<file path="src/rtl/sdp_pkg.sv">
package sdp_pkg;
  localparam int CMD_AW = 15;
  localparam logic [CMD_AW-1:0] ADR_HI = 15'h5555;
  localparam logic [CMD_AW-1:0] ADR_LO = 15'h2AAA;
  localparam logic [7:0] B_KEY1  = 8'hAA;
  localparam logic [7:0] B_KEY2  = 8'h55;
  localparam logic [7:0] B_WRITE = 8'hA0;
  localparam logic [7:0] B_ERPRE = 8'h80;
  localparam logic [7:0] B_ERASE = 8'h10;

  typedef enum logic [2:0] {
    SQ_IDLE, SQ_U1, SQ_U2, SQ_E3, SQ_E4, SQ_E5
  } seq_state_e;
endpackage

</file>
<file path="src/rtl/sdp_step_match.sv">
module sdp_step_match
  import sdp_pkg::*;
#(
  parameter int ADDR_W = 18,
  parameter int DATA_W = 8
) (
  input  seq_state_e        state,
  input  logic [ADDR_W-1:0] addr,
  input  logic [DATA_W-1:0] data,
  output logic              hit,
  output seq_state_e        nxt,
  output logic              wr_done,
  output logic              er_done
);
  localparam int CW = (ADDR_W < CMD_AW) ? ADDR_W : CMD_AW;

  logic [CMD_AW-1:0] cmd_a;
  logic [7:0]        cmd_d;
  logic              at_hi, at_lo;

  generate
    if (ADDR_W >= CMD_AW) begin : g_addr_full
      assign cmd_a = addr[CMD_AW-1:0];
    end else begin : g_addr_pad
      assign cmd_a = {{(CMD_AW-CW){1'b0}}, addr[CW-1:0]};
    end
    if (DATA_W >= 8) begin : g_data_full
      assign cmd_d = data[7:0];
    end else begin : g_data_pad
      assign cmd_d = {{(8-DATA_W){1'b0}}, data};
    end
  endgenerate

  assign at_hi = (cmd_a == ADR_HI);
  assign at_lo = (cmd_a == ADR_LO);

  always_comb begin
    hit     = 1'b0;
    nxt     = SQ_IDLE;
    wr_done = 1'b0;
    er_done = 1'b0;
    unique case (state)
      SQ_IDLE: if (at_hi && cmd_d == B_KEY1) begin hit = 1'b1; nxt = SQ_U1; end
      SQ_U1:   if (at_lo && cmd_d == B_KEY2) begin hit = 1'b1; nxt = SQ_U2; end
      SQ_U2: begin
        if (at_hi && cmd_d == B_WRITE) begin
          hit = 1'b1; wr_done = 1'b1;
        end else if (at_hi && cmd_d == B_ERPRE) begin
          hit = 1'b1; nxt = SQ_E3;
        end
      end
      SQ_E3:   if (at_hi && cmd_d == B_KEY1) begin hit = 1'b1; nxt = SQ_E4; end
      SQ_E4:   if (at_lo && cmd_d == B_KEY2) begin hit = 1'b1; nxt = SQ_E5; end
      SQ_E5:   if (at_hi && cmd_d == B_ERASE) begin hit = 1'b1; er_done = 1'b1; end
      default: ;
    endcase
  end
endmodule

</file>
<file path="src/rtl/sdp_seq_fsm.sv">
module sdp_seq_fsm
  import sdp_pkg::*;
#(
  parameter int ADDR_W = 18,
  parameter int DATA_W = 8
) (
  input  logic              clk,
  input  logic              rst_n,
  input  logic              track,
  input  logic              take,
  input  logic [ADDR_W-1:0] addr,
  input  logic [DATA_W-1:0] data,
  output logic              hit,
  output logic              wr_fire,
  output logic              er_fire
);
  seq_state_e state_q, nxt;
  logic       m_hit, m_wr, m_er;

  sdp_step_match #(.ADDR_W(ADDR_W), .DATA_W(DATA_W)) u_match (
    .state  (state_q),
    .addr   (addr),
    .data   (data),
    .hit    (m_hit),
    .nxt    (nxt),
    .wr_done(m_wr),
    .er_done(m_er)
  );

  assign hit     = track & m_hit;
  assign wr_fire = take & hit & m_wr;
  assign er_fire = take & hit & m_er;

  always_ff @(posedge clk) begin
    if (!rst_n || !track) state_q <= SQ_IDLE;
    else if (take)        state_q <= nxt;
  end
endmodule

</file>
<file path="src/rtl/sdp_prot_ctrl.sv">
module sdp_prot_ctrl (
  input  logic clk,
  input  logic rst_n,
  input  logic wr_fire,
  input  logic er_fire,
  input  logic commit_done,
  output logic prot_q,
  output logic permit_q,
  output logic erase_q
);
  always_ff @(posedge clk) begin
    if (!rst_n) begin
      prot_q   <= 1'b0;
      permit_q <= 1'b0;
      erase_q  <= 1'b0;
    end else begin
      erase_q <= er_fire;
      if (wr_fire) begin
        prot_q   <= 1'b1;
        permit_q <= 1'b1;
      end else if (commit_done) begin
        permit_q <= 1'b0;
      end
    end
  end
endmodule

</file>
<file path="src/rtl/sdp_load_gate.sv">
module sdp_load_gate (
  input  logic wr_valid,
  input  logic permit,
  input  logic prot,
  input  logic hit,
  input  logic ld_ready,
  output logic wr_ready,
  output logic ld_valid,
  output logic take
);
  logic fwd;
  assign fwd      = permit | (~prot & ~hit);
  assign ld_valid = wr_valid & fwd;
  assign wr_ready = fwd ? ld_ready : 1'b1;
  assign take     = wr_valid & wr_ready;
endmodule

</file>
<file path="src/rtl/sdp_seq_detector.sv">
module sdp_seq_detector #(
  parameter int ADDR_W = 18,
  parameter int DATA_W = 8
) (
  input  logic              clk,
  input  logic              rst_n,
  input  logic              wr_valid,
  output logic              wr_ready,
  input  logic [ADDR_W-1:0] wr_addr,
  input  logic [DATA_W-1:0] wr_data,
  output logic              ld_valid,
  input  logic              ld_ready,
  output logic [ADDR_W-1:0] ld_addr,
  output logic [DATA_W-1:0] ld_data,
  input  logic              commit_done,
  output logic              write_permit,
  output logic              protected_o,
  output logic              erase_start
);
  logic hit, take, wr_fire, er_fire;

  sdp_seq_fsm #(.ADDR_W(ADDR_W), .DATA_W(DATA_W)) u_fsm (
    .clk    (clk),
    .rst_n  (rst_n),
    .track  (~write_permit),
    .take   (take),
    .addr   (wr_addr),
    .data   (wr_data),
    .hit    (hit),
    .wr_fire(wr_fire),
    .er_fire(er_fire)
  );

  sdp_load_gate u_gate (
    .wr_valid(wr_valid),
    .permit  (write_permit),
    .prot    (protected_o),
    .hit     (hit),
    .ld_ready(ld_ready),
    .wr_ready(wr_ready),
    .ld_valid(ld_valid),
    .take    (take)
  );

  sdp_prot_ctrl u_prot (
    .clk        (clk),
    .rst_n      (rst_n),
    .wr_fire    (wr_fire),
    .er_fire    (er_fire),
    .commit_done(commit_done),
    .prot_q     (protected_o),
    .permit_q   (write_permit),
    .erase_q    (erase_start)
  );

  assign ld_addr = wr_addr;
  assign ld_data = wr_data;
endmodule

</file>
<file path="config.mk">
export PLATFORM = sky130hd
export DESIGN_NAME = sdp_seq_detector
export DESIGN_NICKNAME = d
export VERILOG_FILES = /design/src/rtl/sdp_pkg.sv /design/src/rtl/sdp_step_match.sv /design/src/rtl/sdp_seq_fsm.sv /design/src/rtl/sdp_prot_ctrl.sv /design/src/rtl/sdp_load_gate.sv /design/src/rtl/sdp_seq_detector.sv
export SDC_FILE = /design/constraint.sdc
export NUM_CORES = 1
export LEC_CHECK = 0
export BUFFER_PORTS_ARGS = -buffer_cell sky130_fd_sc_hd__buf_2
export CAP_MARGIN = 5
export CORE_ASPECT_RATIO = 1.75
export CORE_UTILIZATION = 35
export CTS_CLUSTER_DIAMETER = 50
export CTS_CLUSTER_SIZE = 14
export DETAILED_ROUTE_END_ITERATION = 12
export GPL_TIMING_DRIVEN = 0
export PLACE_DENSITY = 0.71
export SYNTH_ARGS = -nofsm -noshare
export SYNTH_HDL_FRONTEND = slang
export SYNTH_SLANG_ARGS = --single-unit
</file>
<file path="constraint.sdc">
create_clock -name clk -period 4.3 [get_ports clk]
set_clock_uncertainty 0.2 [all_clocks]
set_input_delay 0.43 -clock clk [delete_from_list [all_inputs] [get_ports clk]]
set_output_delay 0.43 -clock clk [all_outputs]
set_load 0.02 [all_outputs]
</file>
== Word-level counts from Yosys, hierarchy flattened ==
Index checks and enable logic that the tools add are counted.

* Output and inout bits: 31
* Bits in registers: 6

* Reductions and logical operators: 11
* Equal/unequal tests: 12
* Bitwise logic cells: 11
* Multiplexer cells: 19

{| class="wikitable"
|+ Operators with widths
! kind !! count
|-
| $eq A8 B8 Y1 const B || 3
|-
| $eq A15 B14 Y1 const B || 1
|-
| $eq A15 B15 Y1 const B || 1
|-
| $pmux W3 S5 || 1
|-
| $mux W1 || 12
|-
| $eq A8 B5 Y1 const B || 1
|-
| $eq A8 B7 Y1 const B || 1
|-
| $and A1 B1 Y1 || 7
|-
| $eq A3 B2 Y1 const B || 2
|-
| $eq A3 B3 Y1 const B || 2
|-
| $mux W2 || 3
|-
| $mux W3 || 2
|-
| $logic_and A1 B1 Y1 || 5
|-
| $pmux W1 S4 || 1
|-
| $reduce_or A2 Y1 || 2
|-
| $eq A3 B1 Y1 const B || 1
|-
| $logic_not A3 Y1 || 1
|-
| $not A1 Y1 || 3
|-
| $reduce_bool A2 Y1 || 1
|-
| $logic_not A1 Y1 || 1
|-
| $logic_or A1 B1 Y1 || 1
|-
| $or A1 B1 Y1 || 1
|}

== Logic depth before layout (Yosys ltp) ==
Gate-level depths: netlist of the first run.

* Depth after elaboration: 14
* Depth in mapped cells: 7

== Modules after synthesis ==
From an unflattened synthesis of the first run, not the netlist that was laid out.

* Cells, all modules: 93
* Area total of the unflattened synthesis: 754.5 um^2

{| class="wikitable"
|+ By module, submodules not included
! module !! cells an instance !! instances !! area each (um^2) !! seq. area each (um^2)
|-
| sdp_step_match || 41 || 1 || 299.0 || 0.0
|-
| sdp_seq_detector || 27 || 1 || 198.9 || 0.0
|-
| sdp_seq_fsm || 13 || 1 || 126.4 || 60.1
|-
| sdp_prot_ctrl || 7 || 1 || 95.1 || 60.1
|-
| sdp_load_gate || 5 || 1 || 35.0 || 0.0
|}

== Worst setup path before layout of the first run ==
No wires, ideal clock.

* Path kind: register -> output
* Start: register u_fsm.state_q[1]
* End: output port ld_valid
* Data arrival time: 1.835 ns
* Stages on the path, launching flop included: 8
* Slack: 1.835 ns
* Path buffers: 1
* Required time: 3.670 ns
* Cells stage by stage: dfxtp_1 > buf_6 > or4b_4 > or2_4 > nor3b_2 > a32o_2 > nand2_1 > and3_1

* Cells in the longest elaborated chain, start to end: 8
* Elaborated cells on any way between the ends: 14
* Those cells by class: 5 x eq/ne; 1 x mux; 5 x bitwise; 3 x reduce/logical

{| class="wikitable"
|+ RTL lines
! element !! line !! source
|-
| start, declared || sdp_seq_fsm.sv:17 || <nowiki>seq_state_e state_q, nxt;</nowiki>
|-
| start signal, assigned || sdp_seq_fsm.sv:36 || <nowiki>else if (take) state_q <= nxt;</nowiki>
|-
| $eq A3 B3 Y1, or another cell as far along || sdp_step_match.sv:42 || <nowiki>unique case (state)</nowiki>
|-
| $reduce_or A2 Y1 (no source line) || - ||
|-
| $pmux W1 S4 * || sdp_step_match.sv:42 ||
|-
| $and A1 B1 Y1 * || sdp_seq_fsm.sv:30 || <nowiki>assign hit = track & m_hit;</nowiki>
|-
| $not A1 Y1 * || sdp_load_gate.sv:12 || <nowiki>assign fwd = permit | (~prot & ~hit);</nowiki>
|-
| $and A1 B1 Y1 * || sdp_load_gate.sv:12 ||
|-
| $or A1 B1 Y1 * || sdp_load_gate.sv:12 ||
|-
| $and A1 B1 Y1 * || sdp_load_gate.sv:13 || <nowiki>assign ld_valid = wr_valid & fwd;</nowiki>
|-
| end, declared || sdp_seq_detector.sv:11 || <nowiki>output logic ld_valid,</nowiki>
|}

Every way passes the cells marked *; elsewhere a longest branch is shown, timed or not.

== Worst setup path in the final report of the first run ==
* Start: register u_fsm.state_q[0]
* End: output port ld_valid

Same word-level chain as after synthesis.

==> results.sh, run 1 <==
export IMPL_status="finished clean"
export IMPL_drtPass1Iterations=4
export IMPL_grtUsageTotal=0.184
export IMPL_drt_iter0_markers=35
export IMPL_slew_violations=0
export IMPL_wirelength_mm=2.34
export IMPL_ys_seq_area_frac=0.141
export IMPL_synthTopCellsByCount="26 x buf_4, 8 x nand2_1, 6 x dfxtp_1"
export IMPL_power_internal_mw=0.161
export IMPL_muxShareOfSynthArea=0.0235
export IMPL_postPlaceCellArea_um2=1170
export IMPL_clk_latency_ps=220
export IMPL_switchingPower_mw=0.0694
export IMPL_start_util=0.370
export IMPL_dieArea_um2=2640
export IMPL_fin_crit_sh=0.716
export IMPL_postRouteAntennaNets=0
export IMPL_via_per_inst=5.22
export IMPL_synth_simple_area_share=0.435
export IMPL_ir_worst_vdd_v=0.000274
export IMPL_fill_cells=252
export IMPL_post_route_util=0.527
export IMPL_startpoint_type="register"
export IMPL_synth_top_family_by_area="simple AND/OR/NAND/NOR gates"
export IMPL_path_max_fanout=10
export IMPL_htree_levels=1
export IMPL_setup_viol=0
export IMPL_syn_inst=108
export IMPL_wire_per_inst_um=12.1
export IMPL_ys_ff_latch=6
export IMPL_async_reset_ff_frac=0
export IMPL_setup_slack_ps=1220
export IMPL_final_hold_viol_count=0
export IMPL_synth_edf_count=0
export IMPL_io_buffers=58
export IMPL_p_seq_frac=0.248
export IMPL_worstPathRequired_ps=3670
export IMPL_swShare=0.302
export IMPL_root_buffer="clkbuf_8"
export IMPL_num_rows=23
export IMPL_min_period_ps=3080
export IMPL_areaGrowthSynthToFinish_pct=42.6
export IMPL_post_dp_hpwl_mm=2.02
export IMPL_coreArea_um2=2300
export IMPL_power_per_cell_area_nw_per_um2=190
export IMPL_netlist_area_leader_share=0.229
export IMPL_grt_pass1_vias=897
export IMPL_cts_tree="done"
export IMPL_pre_cts_slack_ps=1430
export IMPL_whs_path_depth=2
export IMPL_grt_pass1_wl_mm=3.44
export IMPL_path_class="register to output pin"
export IMPL_synth_compound_area_frac=0.132
export IMPL_endpoint_kind="output pin"
export IMPL_antenna_found_initial=0
export IMPL_rsz0062_at_grt="false"
export IMPL_reg2regPathDepth=7
export IMPL_synth_adder_area_share=0
export IMPL_synth_most_common_cell="buf_4"
export IMPL_postSynthNetCount=139
export IMPL_gp_congestion=0.854
export IMPL_layout_drive_gt1_share=0.598
export IMPL_clk_pin_slew_ps=40
export IMPL_yosys_warnings=0
export IMPL_via_count=1013
export IMPL_synthFlopType="dfxtp_1"
export IMPL_p_leak_nw=0.574
export IMPL_ys_types=42
export IMPL_power_frac_comb=0.387
export IMPL_fin_tns_setup_ps=0
export IMPL_hold_buffers=0
export IMPL_hold_path_class="input pin to register"
export IMPL_numCtsBuffers=3
export IMPL_tightestPinTransition_ps=780
export IMPL_antenna_cells=0
export IMPL_clockBufferDepth=2
export IMPL_timing_fmax_ghz=0.325
export IMPL_drc=0
export IMPL_synth_area_leaders="buf_4 23%, dfxtp_1 14%, nor4b_1 4.1%"
export IMPL_die_w_um=39.3
export IMPL_cap_viol_max_count=0
export IMPL_nNetsFinal=202
export IMPL_fin_area_um2=1210
export IMPL_syn_cell_area_um2=851
export IMPL_postSynthAreaPerCell_um2=7.88
export IMPL_grt_start_max_net_pins=11
export IMPL_fp_dieH_um=67.2
export IMPL_synth_top_cell_by_area="buf_4"
export IMPL_gr_total_overflow=0
export IMPL_cts_setup_buffers=0
export IMPL_io_pins=62
export IMPL_clockPowerShare=0.365
export IMPL_max_slew_margin=0.472
export IMPL_synth_xor_area_frac=0.0103
export IMPL_cts_resized=0
export IMPL_clock_sinks=6
export IMPL_cp_data_arrival_time_ps=2450
state kept, by name, summed over array words and instances (netlist names):
name / flops
u_prot.permit_q: 1
u_prot.prot_q: 1
u_prot.erase_q: 1
u_fsm.state_q: 3
cell usage in the layout (no fill, tap or decap), drive strengths merged, types with 2 or more instances in the layout:
master / netlist / layout
mux2i: 2 / 2
nor4bb: 3 / 3
or2: 2 / 2
nand2b: 2 / 2
nand2: 8 / 8
buf: 28 / 86
and3: 2 / 2
or4b: 2 / 2
nand4: 2 / 2
dfxtp: 6 / 6
nand3: 4 / 4
o21a: 4 / 4
or2b: 2 / 2
nand3b: 2 / 2
or3: 2 / 2
a21oi: 2 / 2
nand4b: 2 / 2
and4bb: 2 / 2
nor2: 5 / 5
nor4: 3 / 3
nor3b: 2 / 2
nor4b: 4 / 4
clkbuf: 1 / 4
o21ai: 4 / 4
metal layers:
layer | track usage | routed length (µm) | part of all wire | vias to the layer above
met5 | 0 | 0 | 0 | -
met4 | 0.116 | 56 | 0.024 | 0
met3 | 0.0197 | 156 | 0.067 | 6
met2 | 0.371 | 1370 | 0.59 | 49
met1 | 0.152 | 756 | 0.32 | 459
li1 | - | - | - | 499
worst paths after layout:
path / start / to / slack (ps)
worst min-delay path: rst_n / u_prot.prot_q$_SDFFE_PN0P_ / 270
worst max register to register: u_fsm.state_q[0]$_SDFFE_PP0N_ / u_fsm.state_q[2]$_SDFFE_PP0N_ / 1850
worst min register to register: u_prot.prot_q$_SDFFE_PN0P_ / u_prot.prot_q$_SDFFE_PN0P_ / 320
worst max-delay path: u_fsm.state_q[0]$_SDFFE_PP0N_ / ld_valid / 1220
power by group through the flow:
stage | logic, mW | clock network [mW] | registers, mW
detailed placement | 0.0891 | 0 | 0.0578
floorplan | 0.0544 | 0 | 0.0578
CTS | 0.0894 | 0.0858 | 0.0570
finish | 0.0891 | 0.0840 | 0.0570
global route | 0.0959 | 0.0894 | 0.0571
global placement | 0.0872 | 0 | 0.0578
critical path, stage by stage, from the launching register on:
cell      delay, ps
dfxtp_1         290
buf_2           170
nor4b_1         720
and4bb_2        320
o22ai_1         140
a32o_2          160
nand2_1          70
and3_1          200
buf_2           150
area by class of cell:
type | count | area (µm²) | area share
flip-flops and latches | 6 | 120 | 0.0990
clock buffers | 3 | 41.3 | 0.0340
inverters | 1 | 3.75 | 0.00309
repair buffers | 58 | 290 | 0.239
well taps | 25 | 31.3 | 0.0258
plain buffers | 29 | 215 | 0.177
multi-input cells | 72 | 512 | 0.422
logic make-up after synthesis:
| kind of cell | Yosys count |
|---|---|
| AOI/OAI and AO/OA | 16 |
| xor gates and xnor gates | 1 |
| and+or+nand+nor | 53 |
| muxes | 2 |
| buffers and inverters | 30 |
| DFF | 6 |
stage by stage:
step | cells | hold WS, ps | total power, mW
2_1_floorplan | 108 | 348 | 0.112
3_3_place_gp | 191 | 312 | 0.145
3_5_place_dp | 191 | 310 | 0.147
4_1_cts | 194 | 268 | 0.232
5_1_grt | 194 | 272 | 0.242
6_report | 194 | 268 | 0.230
Power figures use the tool's default switching activity.
==> run 2: changes to the inputs <==
--- a/config.mk
+++ b/config.mk
@@ -13,7 +13,7 @@
 export CTS_CLUSTER_SIZE = 14
 export DETAILED_ROUTE_END_ITERATION = 12
 export GPL_TIMING_DRIVEN = 0
-export PLACE_DENSITY = 0.71
+export PLACE_DENSITY = 0.74
 export SYNTH_ARGS = -nofsm -noshare
 export SYNTH_HDL_FRONTEND = slang
 export SYNTH_SLANG_ARGS = --single-unit
==> constraint.sdc (replaced) <==
create_clock -name clk -period 2.7 [get_ports clk]
set_clock_uncertainty 0.2 [all_clocks]
set_input_delay 0.27 -clock clk [delete_from_list [all_inputs] [get_ports clk]]
set_output_delay 0.27 -clock clk [all_outputs]
set_load 0.02 [all_outputs]
==> run 2 against run 1 <==
Effect of this change: clock power grew 60%; critical path depth is the same; first-iteration DRC count shrank 80%; core utilization grew 1.0 points; register-to-register slack lost 1300 ps; power grew 60%; combinational power grew 60%; highest routed layer unchanged.
==> results.sh, run 2 (synthesized netlist as in run 1, its figures left out) <==
export IMPL_cap_viol_max_count=0
export IMPL_status="finished clean"
export IMPL_p_leak_nw=0.579
export IMPL_setup_viol=0
export IMPL_gp_congestion=0.863
export IMPL_power_per_cell_area_nw_per_um2=297
export IMPL_gr_total_overflow=0
export IMPL_io_buffers=58
export IMPL_via_per_inst=5.02
export IMPL_p_total_mw=0.368
export IMPL_path_class="register to output pin"
export IMPL_clockBufferDepth=2
export IMPL_nNetsFinal=202
export IMPL_areaGrowthSynthToFinish_pct=45.4
export IMPL_ir_worst_vdd_v=0.000297
export IMPL_grt_pass1_wl_mm=3.31
export IMPL_drc=0
export IMPL_min_period_ps=2620
export IMPL_coreArea_um2=2300
export IMPL_drt_iter0_markers=7
export IMPL_numCtsBuffers=3
export IMPL_endpoint_kind="output pin"
export IMPL_cts_tree="done"
export IMPL_crit_family="simple AND/OR/NAND/NOR gates"
export IMPL_crit_top_cell="buf_6"
export IMPL_max_slew_margin=0.737
export IMPL_final_cell_mix="58 x buf_2, 26 x buf_4, 8 x nand2_1"
export IMPL_via_count=973
export IMPL_start_util=0.370
export IMPL_io_pins=62
export IMPL_rsz0062_at_grt="false"
export IMPL_hold_path_class="input pin to register"
export IMPL_grt_start_max_net_pins=11
export IMPL_root_buffer="clkbuf_8"
export IMPL_worstPathRequired_ps=2230
export IMPL_clk_pin_slew_ps=40
export IMPL_path_max_fanout=10
export IMPL_antenna_found_initial=0
export IMPL_timing_fmax_ghz=0.382
export IMPL_crit_path_top_delay_cell="or4b_4"
export IMPL_layout_drive_gt1_share=0.615
export IMPL_slew_violations=0
export IMPL_num_rows=23
export IMPL_clock_sinks=6
export IMPL_fin_tns_setup_ps=0
export IMPL_wire_per_inst_um=11.2
export IMPL_htree_levels=1
export IMPL_post_route_util=0.538
export IMPL_drtPass1Iterations=4
export IMPL_worst_path_buf_inv=2
export IMPL_cp_data_arrival_time_ps=2150
export IMPL_grtUsageTotal=0.175
export IMPL_critical_path_max_stage_delay_ps=530
export IMPL_dieArea_um2=2640
export IMPL_die_w_um=39.3
export IMPL_antenna_cells=0
export IMPL_final_hold_viol_count=0
export IMPL_postRouteAntennaNets=0
export IMPL_largest_register_ffs=3
export IMPL_startpoint_type="register"
export IMPL_post_dp_hpwl_mm=1.83
export IMPL_regMostFlops="u_fsm.state_q"
export IMPL_grt_pass1_vias=805
export IMPL_fin_crit_sh=0.969
export IMPL_fp_dieH_um=67.2
export IMPL_fill_cells=241
export IMPL_final_common_cell="buf_2"
export IMPL_tightestPinTransition_ps=394
export IMPL_wirelength_mm=2.18
export IMPL_path_cells="buf_6 -> or4b_4 -> or2_4 -> nor3b_2 -> a32o_2 -> nand2_1 -> and3_4 -> buf_6"
export IMPL_clk_latency_ps=220
-- run 2: cell count changes in the layout (fill, tap and decap cells not counted) --
cell	before	now
nor4b_1	4	2
and3_4	0	1
nor4b_2	0	2
buf_6	1	2
buf_2	59	58
and3_1	2	1
-- run 2: metrics by stage --
stage | hold WS [ps] | cells | cell area [µm²] | setup WS [ps]
after detailed placement | 314 | 191 | 1170 | 192
final | 104 | 194 | 1240 | 84.8
after global placement | 307 | 191 | 1170 | 153
after global routing | 106 | 194 | 1240 | 9.87
after floorplan | 188 | 108 | 851 | 395
after CTS | 104 | 194 | 1220 | 30.8
-- run 2: layout make-up --
class | count | area [µm²] | share of cell area
multi-input combinational | 72 | 529 | 0.428
inverter | 1 | 3.75 | 0.00303
sequential | 6 | 120 | 0.0971
clock buffer | 3 | 41.3 | 0.0334
tap | 25 | 31.3 | 0.0253
timing repair buffer | 58 | 297 | 0.240
buffer | 29 | 215 | 0.174
-- run 2: worst paths after layout --
path                                                     from                       endpoint  slack, ps  cells past startpoint
worst max-delay path            u_fsm.state_q[1]$_SDFFE_PP0N_                       ld_valid         80                      8
worst min register to register     u_prot.prot_q$_SDFFE_PN0P_     u_prot.prot_q$_SDFFE_PN0P_        330                      1
worst max register to register  u_fsm.state_q[1]$_SDFFE_PP0N_  u_fsm.state_q[2]$_SDFFE_PP0N_        520                      7
worst min-delay path                                    rst_n     u_prot.prot_q$_SDFFE_PN0P_        100                      2
-- run 2: layer usage --
| layer | share of wire | track usage | wire, µm |
|---|---|---|---|
| met3 | 0.046 | 0.0197 | 101 |
| met1 | 0.35 | 0.179 | 772 |
| met4 | 0.011 | 0.0776 | 25 |
| met2 | 0.59 | 0.329 | 1280 |
| met5 | 0 | 0 | 0 |
-- run 2: power by group --
group | switching, mW | internal, mW | total [mW] | leakage (nW)
registers | 0.000418 | 0.0903 | 0.0907 | 0.0485
clock network | 0.0386 | 0.0958 | 0.134 | 0.0216
logic | 0.0706 | 0.0720 | 0.143 | 0.509
-- run 2: what timing repair did --
item | 4_1_cts | 5_1_grt
pin swaps | 0 | 4
setup buffers | 0 | 0
setup endpoints to repair | 1 | 2
resized for setup | 1 | 4
hold buffers | 0 | 0
-- run 2: worst reg2reg max path: cells and delay by family (launching register included) --
| kind | cells | cell delay [ps] |
|---|---|---|
| buffers and inverters | 1 | 130 |
| DFF | 1 | 290 |
| muxes | 1 | 180 |
| and+or+nand+nor | 3 | 960 |
| AOI/OAI and AO/OA | 2 | 340 |
